### src/rtl/l1d_miss_pkg.sv
`timescale 1ns/1ps
package l1d_miss_pkg;
  typedef enum logic [1:0] {
    CMD_LOAD  = 2'd0,
    CMD_STORE = 2'd1,
    CMD_SWPF  = 2'd2,
    CMD_RSVD  = 2'd3
  } core_cmd_e;
endpackage

### src/rtl/l1d_mshr_lookup.sv
`timescale 1ns/1ps
module l1d_mshr_lookup #(
  parameter int N_MSHR = 4,
  parameter int N_TGT  = 4,
  parameter int LINE_W = 26,
  localparam int IDX_W = (N_MSHR > 1) ? $clog2(N_MSHR) : 1,
  localparam int CNT_W = $clog2(N_TGT + 1)
) (
  input  logic [N_MSHR-1:0] vld_i,
  input  logic [LINE_W-1:0] line_i [N_MSHR],
  input  logic [CNT_W-1:0]  cnt_i  [N_MSHR],
  input  logic [LINE_W-1:0] probe_i,
  output logic              match_o,
  output logic [IDX_W-1:0]  match_idx_o,
  output logic [IDX_W-1:0]  free_idx_o,
  output logic              any_full_o,
  output logic              all_busy_o
);
  logic [N_MSHR-1:0] hit_vec, full_vec;

  for (genvar g = 0; g < N_MSHR; g++) begin : g_ent
    assign hit_vec[g]  = vld_i[g] && (line_i[g] == probe_i);
    assign full_vec[g] = vld_i[g] && (cnt_i[g] == CNT_W'(N_TGT));
  end

  // lowest index wins for both match and free slot
  always_comb begin
    match_idx_o = '0;
    free_idx_o  = '0;
    for (int i = N_MSHR - 1; i >= 0; i--) begin
      if (hit_vec[i]) match_idx_o = IDX_W'(i);
      if (!vld_i[i])  free_idx_o  = IDX_W'(i);
    end
  end

  assign match_o    = |hit_vec;
  assign any_full_o = |full_vec;
  assign all_busy_o = &vld_i;
endmodule

### src/rtl/l1d_fill_pick.sv
`timescale 1ns/1ps
module l1d_fill_pick #(
  parameter int N_MSHR = 4,
  localparam int IDX_W = (N_MSHR > 1) ? $clog2(N_MSHR) : 1
) (
  input  logic [N_MSHR-1:0] pend_i,
  output logic              valid_o,
  output logic [IDX_W-1:0]  idx_o
);
  always_comb begin
    idx_o = '0;
    for (int i = N_MSHR - 1; i >= 0; i--) begin
      if (pend_i[i]) idx_o = IDX_W'(i);
    end
  end
  assign valid_o = |pend_i;
endmodule

### src/rtl/l1d_miss_front.sv
`timescale 1ns/1ps
module l1d_miss_front
  import l1d_miss_pkg::*;
#(
  parameter int ADDR_W     = 32,
  parameter int DATA_W     = 32,
  parameter int TAG_W      = 4,
  parameter int N_MSHR     = 4,
  parameter int N_TGT      = 4,
  parameter int LINE_BYTES = 64,
  localparam int OFF_W  = $clog2(LINE_BYTES),
  localparam int LINE_W = ADDR_W - OFF_W,
  localparam int IDX_W  = (N_MSHR > 1) ? $clog2(N_MSHR) : 1,
  localparam int TP_W   = (N_TGT > 1) ? $clog2(N_TGT) : 1,
  localparam int CNT_W  = $clog2(N_TGT + 1)
) (
  input  logic              clk_i,
  input  logic              rst_ni,
  input  logic              req_valid_i,
  output logic              req_ready_o,
  input  logic [1:0]        req_cmd_i,
  input  logic [ADDR_W-1:0] req_addr_i,
  input  logic              req_uncached_i,
  input  logic [TAG_W-1:0]  req_tag_i,
  input  logic [DATA_W-1:0] req_wdata_i,
  input  logic              lookup_hit_i,
  input  logic [DATA_W-1:0] lookup_data_i,
  output logic              rsp_valid_o,
  output logic [TAG_W-1:0]  rsp_tag_o,
  output logic [DATA_W-1:0] rsp_data_o,
  output logic              fill_req_valid_o,
  input  logic              fill_req_ready_i,
  output logic [LINE_W-1:0] fill_req_line_o,
  output logic [IDX_W-1:0]  fill_req_id_o,
  input  logic              fill_rsp_valid_i,
  output logic              fill_rsp_ready_o,
  input  logic [IDX_W-1:0]  fill_rsp_id_i,
  input  logic [DATA_W-1:0] fill_rsp_data_i,
  output logic              wbuf_valid_o,
  output logic [ADDR_W-1:0] wbuf_addr_o,
  output logic [DATA_W-1:0] wbuf_data_o,
  output logic              pf_hint_valid_o,
  output logic [ADDR_W-1:0] pf_hint_addr_o,
  output logic              blocked_o
);
  // entry table
  logic [N_MSHR-1:0] ent_vld_q, ent_iss_q;
  logic [LINE_W-1:0] ent_line_q [N_MSHR];
  logic [CNT_W-1:0]  ent_cnt_q  [N_MSHR];
  logic [TAG_W-1:0]  tgt_tag_q  [N_MSHR][N_TGT];
  logic [N_TGT-1:0]  tgt_pf_q   [N_MSHR];

  // drain state
  logic              drain_q;
  logic [IDX_W-1:0]  drain_idx_q;
  logic [TP_W-1:0]   drain_ptr_q;
  logic [DATA_W-1:0] drain_data_q;

  logic              match, any_full, all_busy;
  logic [IDX_W-1:0]  match_idx, free_idx, pick_idx;
  logic [LINE_W-1:0] probe_line;

  assign probe_line = req_addr_i[ADDR_W-1:OFF_W];

  l1d_mshr_lookup #(.N_MSHR(N_MSHR), .N_TGT(N_TGT), .LINE_W(LINE_W)) u_lookup (
    .vld_i(ent_vld_q), .line_i(ent_line_q), .cnt_i(ent_cnt_q), .probe_i(probe_line),
    .match_o(match), .match_idx_o(match_idx), .free_idx_o(free_idx),
    .any_full_o(any_full), .all_busy_o(all_busy)
  );

  l1d_fill_pick #(.N_MSHR(N_MSHR)) u_pick (
    .pend_i(ent_vld_q & ~ent_iss_q), .valid_o(fill_req_valid_o), .idx_o(pick_idx)
  );

  assign fill_req_id_o    = pick_idx;
  assign fill_req_line_o  = ent_line_q[pick_idx];
  assign blocked_o        = any_full | all_busy;
  assign req_ready_o      = !blocked_o && !drain_q;
  assign fill_rsp_ready_o = !drain_q;

  // request decode
  logic acc, is_pf, is_st, is_ld, miss, ld_miss, ld_merge, pf_alloc, alloc, to_wbuf;
  assign acc      = req_valid_i && req_ready_o;
  assign is_pf    = req_cmd_i == CMD_SWPF;
  assign is_st    = req_cmd_i == CMD_STORE;
  assign is_ld    = !is_pf && !is_st;
  assign miss     = req_uncached_i || !lookup_hit_i;
  assign ld_miss  = acc && is_ld && miss;
  assign ld_merge = ld_miss && match;
  // prefetch: no merge, no MSHR for uncacheable
  assign pf_alloc = acc && is_pf && !req_uncached_i && !lookup_hit_i && !match;
  assign alloc    = (ld_miss && !match) || pf_alloc;
  assign to_wbuf  = acc && is_st && miss;

  logic [TP_W-1:0] merge_slot;
  logic            drain_last;
  assign merge_slot = TP_W'(ent_cnt_q[match_idx]);
  assign drain_last = (CNT_W'(drain_ptr_q) + CNT_W'(1)) == ent_cnt_q[drain_idx_q];

  always_ff @(posedge clk_i or negedge rst_ni) begin
    if (!rst_ni) begin
      ent_vld_q <= '0;
      ent_iss_q <= '0;
      for (int i = 0; i < N_MSHR; i++) begin
        ent_line_q[i] <= '0;
        ent_cnt_q[i]  <= '0;
        tgt_pf_q[i]   <= '0;
        for (int j = 0; j < N_TGT; j++) tgt_tag_q[i][j] <= '0;
      end
    end else begin
      if (fill_req_valid_o && fill_req_ready_i) ent_iss_q[pick_idx] <= 1'b1;
      if (alloc) begin
        ent_vld_q[free_idx]       <= 1'b1;
        ent_iss_q[free_idx]       <= 1'b0;
        ent_line_q[free_idx]      <= probe_line;
        ent_cnt_q[free_idx]       <= CNT_W'(1);
        tgt_tag_q[free_idx][0]    <= is_pf ? '0 : req_tag_i;  // prefetch uses internal marker
        tgt_pf_q[free_idx][0]     <= is_pf;
      end
      if (ld_merge) begin
        tgt_tag_q[match_idx][merge_slot] <= req_tag_i;
        tgt_pf_q[match_idx][merge_slot]  <= 1'b0;
        ent_cnt_q[match_idx]             <= ent_cnt_q[match_idx] + CNT_W'(1);
      end
      if (drain_q && drain_last) ent_vld_q[drain_idx_q] <= 1'b0;
    end
  end

  always_ff @(posedge clk_i or negedge rst_ni) begin
    if (!rst_ni) begin
      drain_q      <= 1'b0;
      drain_idx_q  <= '0;
      drain_ptr_q  <= '0;
      drain_data_q <= '0;
    end else if (drain_q) begin
      if (drain_last) drain_q <= 1'b0;
      else            drain_ptr_q <= drain_ptr_q + TP_W'(1);
    end else if (fill_rsp_valid_i) begin
      drain_q      <= 1'b1;
      drain_idx_q  <= fill_rsp_id_i;
      drain_ptr_q  <= '0;
      drain_data_q <= fill_rsp_data_i;
    end
  end

  // response, write buffer, hint registers
  always_ff @(posedge clk_i or negedge rst_ni) begin
    if (!rst_ni) begin
      rsp_valid_o     <= 1'b0;
      rsp_tag_o       <= '0;
      rsp_data_o      <= '0;
      wbuf_valid_o    <= 1'b0;
      wbuf_addr_o     <= '0;
      wbuf_data_o     <= '0;
      pf_hint_valid_o <= 1'b0;
      pf_hint_addr_o  <= '0;
    end else begin
      if (acc) begin
        rsp_valid_o <= !ld_miss;
        rsp_tag_o   <= req_tag_i;
        rsp_data_o  <= is_pf ? '1 : (is_ld ? lookup_data_i : '0);
      end else if (drain_q) begin
        rsp_valid_o <= !tgt_pf_q[drain_idx_q][drain_ptr_q];
        rsp_tag_o   <= tgt_tag_q[drain_idx_q][drain_ptr_q];
        rsp_data_o  <= drain_data_q;
      end else begin
        rsp_valid_o <= 1'b0;
      end
      wbuf_valid_o    <= to_wbuf;
      pf_hint_valid_o <= acc && !is_pf;
      if (to_wbuf) begin
        wbuf_addr_o <= req_addr_i;
        wbuf_data_o <= req_wdata_i;
      end
      if (acc && !is_pf) pf_hint_addr_o <= req_addr_i;
    end
  end
endmodule

### config.mk
export PLATFORM = sky130hd
export DESIGN_NAME = l1d_miss_front
export DESIGN_NICKNAME = d
export VERILOG_FILES = /design/src/rtl/l1d_miss_pkg.sv /design/src/rtl/l1d_mshr_lookup.sv /design/src/rtl/l1d_fill_pick.sv /design/src/rtl/l1d_miss_front.sv
export SDC_FILE = /design/constraint.sdc
export NUM_CORES = 1
export LEC_CHECK = 0
export BUFFER_PORTS_ARGS = -buffer_cell sky130_fd_sc_hd__clkbuf_2
export CAP_MARGIN = 40
export CORE_MARGIN = 4
export CORE_UTILIZATION = 40
export CTS_BUF_LIST = sky130_fd_sc_hd__clkbuf_2
export DETAILED_ROUTE_END_ITERATION = 8
export SYNTH_ARGS = -nofsm -noshare
export SYNTH_HDL_FRONTEND = slang
export SYNTH_SLANG_ARGS = --single-unit
### constraint.sdc
create_clock -name clk_i -period 5 [get_ports clk_i]
set_clock_uncertainty 0.1 [all_clocks]
set_input_delay 0.75 -clock clk_i [delete_from_list [all_inputs] [get_ports clk_i]]
set_output_delay 0.75 -clock clk_i [all_outputs]
set_load 0.1 [all_outputs]
==> results of run 1 <==
through the flow:
| step | std cells | area (µm²) | setup slack (ns) | utilization [%] | hold slack [ns] |
|---|---|---|---|---|---|
| after CTS | 2554 | 22700 | 0.0197 | 51.0 | 0.00345 |
| after global routing | 2562 | 22700 | 0.0480 | 51.1 | -0.000989 |
| after floorplan | 1408 | 18100 | 0.115 | - | 0.345 |
| after detailed placement | 2242 | 20400 | 0.287 | 45.8 | 0.369 |
| after global placement | 2237 | 20200 | 0.332 | 45.5 | 0.364 |
| final | 2563 | 22700 | 0.375 | 51.1 | 0.140 |
registers in the layout, indices dropped and copies added (netlist names):
register and cells:
drain_data_q 32, pf_hint_valid_o 1, drain_idx_q 2, wbuf_data_o 32, tgt_pf_q 16, ent_line_q 104
drain_ptr_q 2, rsp_tag_o 4, wbuf_valid_o 1, ent_vld_q 4, rsp_valid_o 1, ent_cnt_q 12
pf_hint_addr_o 32, rsp_data_o 32, drain_q 1, ent_iss_q 4, tgt_tag_q 64, wbuf_addr_o 32
path summary, 6_finish.rpt:
check | slack, ns | depth (start not counted) | to
worst max-delay path | 0.37 | 7 | fill_req_line_o[7]
min in group asynchronous | 0.21 | 2 | tgt_tag_q[37]$_DFFE_PN0P_
max in group asynchronous | 3.39 | 3 | ent_line_q[1]$_DFFE_PN0P_
worst min register to register | 0.38 | 1 | tgt_pf_q[6]$_DFFE_PN0P_
worst min-delay path | 0.14 | 3 | rsp_tag_o[2]$_DFFE_PN0P_
worst max register to register | 0.81 | 12 | tgt_tag_q[45]$_DFF_PN0_
cells in the final DEF, fill, tap and decap left out, types with 33 or more instances in the layout:
| cell type | Yosys | routed |
|---|---|---|
| sky130_fd_sc_hd__nand4_1 | 41 | 41 |
| sky130_fd_sc_hd__clkbuf_2 | 0 | 451 |
| sky130_fd_sc_hd__xnor2_1 | 79 | 79 |
| sky130_fd_sc_hd__o21ai_0 | 49 | 40 |
| sky130_fd_sc_hd__a211oi_1 | 33 | 33 |
| sky130_fd_sc_hd__mux2_2 | 273 | 273 |
| sky130_fd_sc_hd__mux2i_1 | 66 | 66 |
| sky130_fd_sc_hd__a21oi_1 | 48 | 47 |
| sky130_fd_sc_hd__dlygate4sd3_1 | 0 | 142 |
| sky130_fd_sc_hd__dfrtp_1 | 376 | 375 |
| sky130_fd_sc_hd__xor2_1 | 37 | 37 |
layout make-up:
type	count	share of cell area, %
timing repair buffer	485	14.9
sequential	376	41.5
antenna	8	0.0882
tap	592	3.26
clock buffer	153	3.37
inverter	27	0.446
clock inverter	18	0.535
multi-input combinational	904	35.9
critical path, stage by stage (launching register included):
cell and delay, ns:
sky130_fd_sc_hd__dfrtp_1 0.56, sky130_fd_sc_hd__nor2b_1 0.23, sky130_fd_sc_hd__nand2_1 0.17, sky130_fd_sc_hd__a21oi_4 0.47, sky130_fd_sc_hd__buf_6 0.36, sky130_fd_sc_hd__mux2i_1 0.12, sky130_fd_sc_hd__o21ai_0 0.35, sky130_fd_sc_hd__clkbuf_4 0.43
per-layer routing:
layer  track usage [%]  routed length (µm)  vias to the layer above
met4              8.51                1740                        0
met2              37.9               27500                      502
met5                 0                   0                        -
li1                  -                   -                     6258
met1              28.8               23500                     6924
met3              5.93                3580                       95
logic make-up after synthesis:
family	Yosys count
and+or+nand+nor	194
muxes	368
DFF	376
adders and majority gates	7
AOI/OAI and AO/OA	219
buffers and inverters	128
xor gates and xnor gates	116
timing repair:
action / in CTS / in global routing
setup endpoints to repair: 2 / 17
gates cloned: 0 / 0
resized for setup: 2 / 13
endpoints found under the hold margin: 358 / 1
hold buffers: 141 / 1
==> implementation parameters, run 1 <==
Parameter                              Value

Outcome
  Result of the run ... complete, no violations

Yosys
  Post-synthesis sequential area ratio ... a little over half
  Flip-flop and latch count after synthesis ... 376
  Number of instances in the synthesized netlist ... 1408
  Fraction of the mapped netlist area in adder cells ... 0.484%
  Main combinational cell family by area after synthesis ... multiplexers
  Fraction of registers with async set or reset after synthesis ... 100%
  Compound-gate portion of the synthesized area ... 8.03%
  Synthesized netlist net count ... 1558
  Yosys top cell by area ... sky130_fd_sc_hd__dfrtp_1
  Commonest cells in the synthesized netlist ... sky130_fd_sc_hd__dfrtp_1 (376), sky130_fd_sc_hd__mux2_2 (273), sky130_fd_sc_hd__xnor2_1 (79)
  Top flip-flop cell by instance count after synthesis ... sky130_fd_sc_hd__dfrtp_1
  Top-area cell type share of the netlist area ... 52.0%
  Post-synthesis share of cell area spent on xor and xnor gates ... 5.62%
  Cell with the most instances after synthesis ... sky130_fd_sc_hd__dfrtp_1
  Cell area after synthesis ... 18100 µm²
  EDFF count, synth ... 0
  Count of yosys warnings during synthesis ... 0
  Synthesized area divided by synthesized cell count ... approximately 13 µm²
  Proportion of synthesized area in mux cells ... 24.2%
  Top area cells in the synthesized netlist ... sky130_fd_sc_hd__dfrtp_1 (52%), sky130_fd_sc_hd__mux2_2 (17%), sky130_fd_sc_hd__xnor2_1 (3.8%)
  Cell variety after synth ... 67
  Post-synthesis share of cell area spent on and, or, nand and nor gates ... 6.37%

Final layout
  Proportion of layout cells with a drive suffix above 1 ... 41.9%
  Total number of nets in the final design ... 2044
  Number of inserted filler cells in the final layout ... 3911
  Multi-input gate area ... 8150 µm²
  Register area ... between 9000 and 10000 µm²
  Post-synthesis to final-layout area growth ... 25.5%

Drt
  Routed wirelength normalized by instance count ... 22.0 µm
  Antenna Nets Post-Route ... 0
  Total wire length ... 56400 µm
  Remaining routing DRC violations ... 0
  Router iterations before antenna repair ... 6
  First DRT Iteration DRCs ... 857
  Mean number of vias per cell ... 5.38
  Vias after detailed routing ... 13800

Setup path
  RR Startpoint ... ent_line_q[60]$_DFFE_PN0P_
  Kind of critical path ... flip-flop to output pin
  Critical Path Start Type ... flip-flop
  Highest net fanout along the worst path ... 20
  Capturing element type of the critical path ... output pin
  Arrival time reported for the critical path endpoint ... 3.78 ns
  Crit path launch ... ent_vld_q[3]$_DFF_PN0_
  Required @ worst endpoint ... 4.15 ns

Global route
  Pin count of the biggest net entering global routing ... 108
  Gr ovfl total ... 0
  Total routing resource utilization after global routing ... between 20% and 30%
  Global-route wire length before repair ... 85300 µm
  Antenna violations before repair ... 3
  Number of global-route vias before repair ... ~15000

STA
  Maximum clock rate ... 0.216 GHz
  Final Slew Violations ... 0
  Final Hold Fails ... 0
  Minimum clock period after layout ... between 4 and 5 ns
  Max-slew headroom at the worst pin ... 40.0%
  Setup repair after global routing missed its margin ... no
  Setup TNS after final layout ... 0 ns
  Worst Max-Slew Pin Slew ... 0.892 ns
  Final-report setup violation count ... 0
  Crit share post-route ... 92.5%

Floorplan
  Initial Utilization ... 40.7%
  I/O pin count ... 310
  Site Rows ... 77
  DIE AREA ... 48700 µm²
  Core area ... 44400 µm²
  Horiz. Die Dim ... approximately 220 µm
  Floorplan die height ... 221 µm

Placed design
  Routability congestion estimate ... 0.935
  Placed wire-length estimate ... 38600 µm
  Count of input and output buffers ... 309

Clock network
  Inserted Clock Buffers ... 100
  TritonCTS clock tree ... yes
  Clock slew at reported path FFs ... 0.10 ns
  Worst-Skew Late Latency ... between 1 and 1.5 ns
  CTS sink cnt ... 376
  H-tree depth ... 3
  Number of buffers between clock root and the deepest sink ... 3
  Post-CTS setup buffers ... 0
  Buffer type at the clock tree root ... sky130_fd_sc_hd__clkbuf_2

Flow run
  Total of max-cap violations ... 0

Hold path
  Start point of the worst min-delay path ... req_tag_i[2]
  Min-delay worst type ... input pin to flip-flop
Power of run 1 is not shown: default switching activity piles up to over one toggle a cycle in this logic, so the estimate is an artifact.
==> run 2: changes to the inputs <==
Settings changed: CELL_PAD_IN_SITES_DETAIL_PLACEMENT set to 1, CELL_PAD_IN_SITES_GLOBAL_PLACEMENT set to 2, CORE_UTILIZATION 40 to 39, PLACE_DENSITY_LB_ADDON set to 0.1.
==> run 2 against run 1 <==
- count of clock-buffer cells in the layout increased by 14
- highest routed layer unchanged
- critical path type unchanged
- critical endpoint is now fill_req_line_o[21]
- register-to-register slack got worse by 0.13 ns
- routed wire length increased by 8.5%
- flip-flop and latch count unchanged
- global-route usage increased by 1.6 points
- non-clock buffer count increased by 2
- critical path depth increased by 1
==> implementation parameters, run 2 (same netlist as run 1, synthesis figures left out) <==
Parameter                              Value

Drt
  Router iterations before antenna repair ... 5
  First DRT Iteration DRCs ... around 710
  Routed wirelength normalized by instance count ... 23.6 µm
  Mean number of vias per cell ... 5.33
  Remaining routing DRC violations ... 0
  Total wire length ... 61100 µm
  Vias after detailed routing ... around 14000
  Antenna Nets Post-Route ... 0

STA
  Worst Max-Slew Pin Slew ... 1.00 ns
  Crit share post-route ... between 90% and 100%
  Max-slew headroom at the worst pin ... 33.2%
  Final-report setup violation count ... 0
  Final Slew Violations ... 0
  Setup TNS after final layout ... 0 ns
  Final Hold Fails ... 0
  Minimum clock period after layout ... 4.56 ns
  Maximum clock rate ... 0.219 GHz
  Setup repair after global routing missed its margin ... no

Final layout
  Commonest cells after routing, fill and taps aside ... sky130_fd_sc_hd__clkbuf_2 (471), sky130_fd_sc_hd__dfrtp_1 (375), sky130_fd_sc_hd__mux2_2 (273)
  Proportion of layout cells with a drive suffix above 1 ... 42.6%
  Total number of nets in the final design ... 2049
  Biggest register ... ent_line_q
  Layout Cell Area excl Fill ... 22800 µm²
  Number of inserted filler cells in the final layout ... 4917
  Registers with the highest flip-flop counts ... ent_line_q (104), tgt_tag_q (64)
  Number of flip-flops under the largest register name ... between 100 and 150
  Post-synthesis to final-layout area growth ... 26.0%
  Commonest non-fill, non-tap cell in the layout ... sky130_fd_sc_hd__clkbuf_2

Setup path
  Slowest cell delay on critical path ... 0.58 ns
  Cell-by-cell listing of the critical path ... nand2b_1, o21ai_0, buf_4, nor2_4, buf_16, a22oi_1, o21ai_1, clkbuf_2
  Slowest CP cell ... sky130_fd_sc_hd__dfrtp_1
  Critical Path Start Type ... flip-flop
  Capturing element type of the critical path ... output pin
  Required @ worst endpoint ... 4.15 ns
  Highest net fanout along the worst path ... 14
  Kind of critical path ... flip-flop to output pin
  Arrival time reported for the critical path endpoint ... 3.71 ns

Placed design
  Count of input and output buffers ... 309
  Routability congestion estimate ... 0.877
  Placed wire-length estimate ... ~43000 µm
  Placement Cell Area ... roughly 20000 µm²

Global route
  Pin count of the biggest net entering global routing ... roughly 120
  Number of global-route vias before repair ... roughly 15000
  Total routing resource utilization after global routing ... 24.4%
  Antenna violations before repair ... 7
  Gr ovfl total ... 0
  Global-route wire length before repair ... 94200 µm

Floorplan
  I/O pin count ... a little over 300
  Floorplan die height ... 223 µm
  Initial Utilization ... about two fifths
  DIE AREA ... 49900 µm²
  Horiz. Die Dim ... between 200 and 250 µm
  Site Rows ... 78
  Core area ... about 46000 µm²

Flow run
  Total of max-cap violations ... 0

Clock network
  Number of buffers between clock root and the deepest sink ... 3
  CTS sink cnt ... between 300 and 400
  H-tree depth ... 3
  Worst-Skew Late Latency ... 1.07 ns
  TritonCTS clock tree ... yes
  Inserted Clock Buffers ... 103
  Buffer type at the clock tree root ... sky130_fd_sc_hd__clkbuf_2
  Clock slew at reported path FFs ... 0.10 ns

Hold path
  Min-delay worst type ... input pin to flip-flop

Outcome
  Result of the run ... complete, no violations
[run 2: area by class of cell]
type	count	area [µm²]	area share [%]
Clock buffer	167	836	3.67
Antenna cell	10	25.0	0.110
Inverter	27	101	0.445
Tap cell	600	751	3.29
Sequential cell	376	9410	41.3
Clock inverter	19	98.8	0.434
Multi-Input combinational cell	904	8150	35.8
Timing Repair Buffer	487	3420	15.0
[run 2: per-layer routing]
layer  up-vias  share of wire (%)  GRT usage (%)
met2       364                 51           42.1
met5         -                  0              0
met3       129                4.3           5.09
met4         0                3.5           9.23
li1       6238                  -              -
met1      7077                 41           30.2
[run 2: stage by stage]
step / instances / utilization, % / setup WS, ns / hold slack [ns]
2_1_floorplan: 1408 / - / 0.115 / 0.345
3_3_place_gp: 2247 / 44.4 / 0.248 / 0.363
3_5_place_dp: 2255 / 44.8 / 0.159 / 0.375
4_1_cts: 2578 / 49.9 / 0.00264 / 0.0000644
5_1_grt: 2589 / 50.0 / 0.160 / -0.0229
6_report: 2590 / 50.0 / 0.436 / 0.141
[run 2: worst max-delay path: cells and delay by family, from the launching register on]
family | cells | cell delay, ns
buf+inv | 3 | 0.94
simple gates | 2 | 0.67
compound gates | 3 | 0.44
flops | 1 | 0.58
[run 2: what timing repair did]
action                     CTS  global route
hold endpoints to repair   379             0
resized for setup            2             2
setup buffers                0             2
hold buffers               137             0
pin swaps                    0             1
setup endpoints to repair    2            16
[run 2: worst paths after layout]
check,end,cells past startpoint,from,slack [ns]
setup / recovery,fill_req_line_o[21],8,ent_vld_q[1]$_DFF_PN0_,0.44
hold / removal,drain_data_q[9]$_DFFE_PN0P_,3,fill_rsp_valid_i,0.14
setup reg to reg,tgt_tag_q[45]$_DFF_PN0_,12,ent_line_q[61]$_DFFE_PN0P_,0.68
hold reg to reg,tgt_pf_q[6]$_DFFE_PN0P_,1,tgt_pf_q[6]$_DFFE_PN0P_,0.40
max in group asynchronous,wbuf_addr_o[5]$_DFFE_PN0P_,3,rst_ni,3.38
min in group asynchronous,tgt_tag_q[57]$_DFFE_PN0P_,2,rst_ni,0.22
Power of run 2 is left out for the same reason.
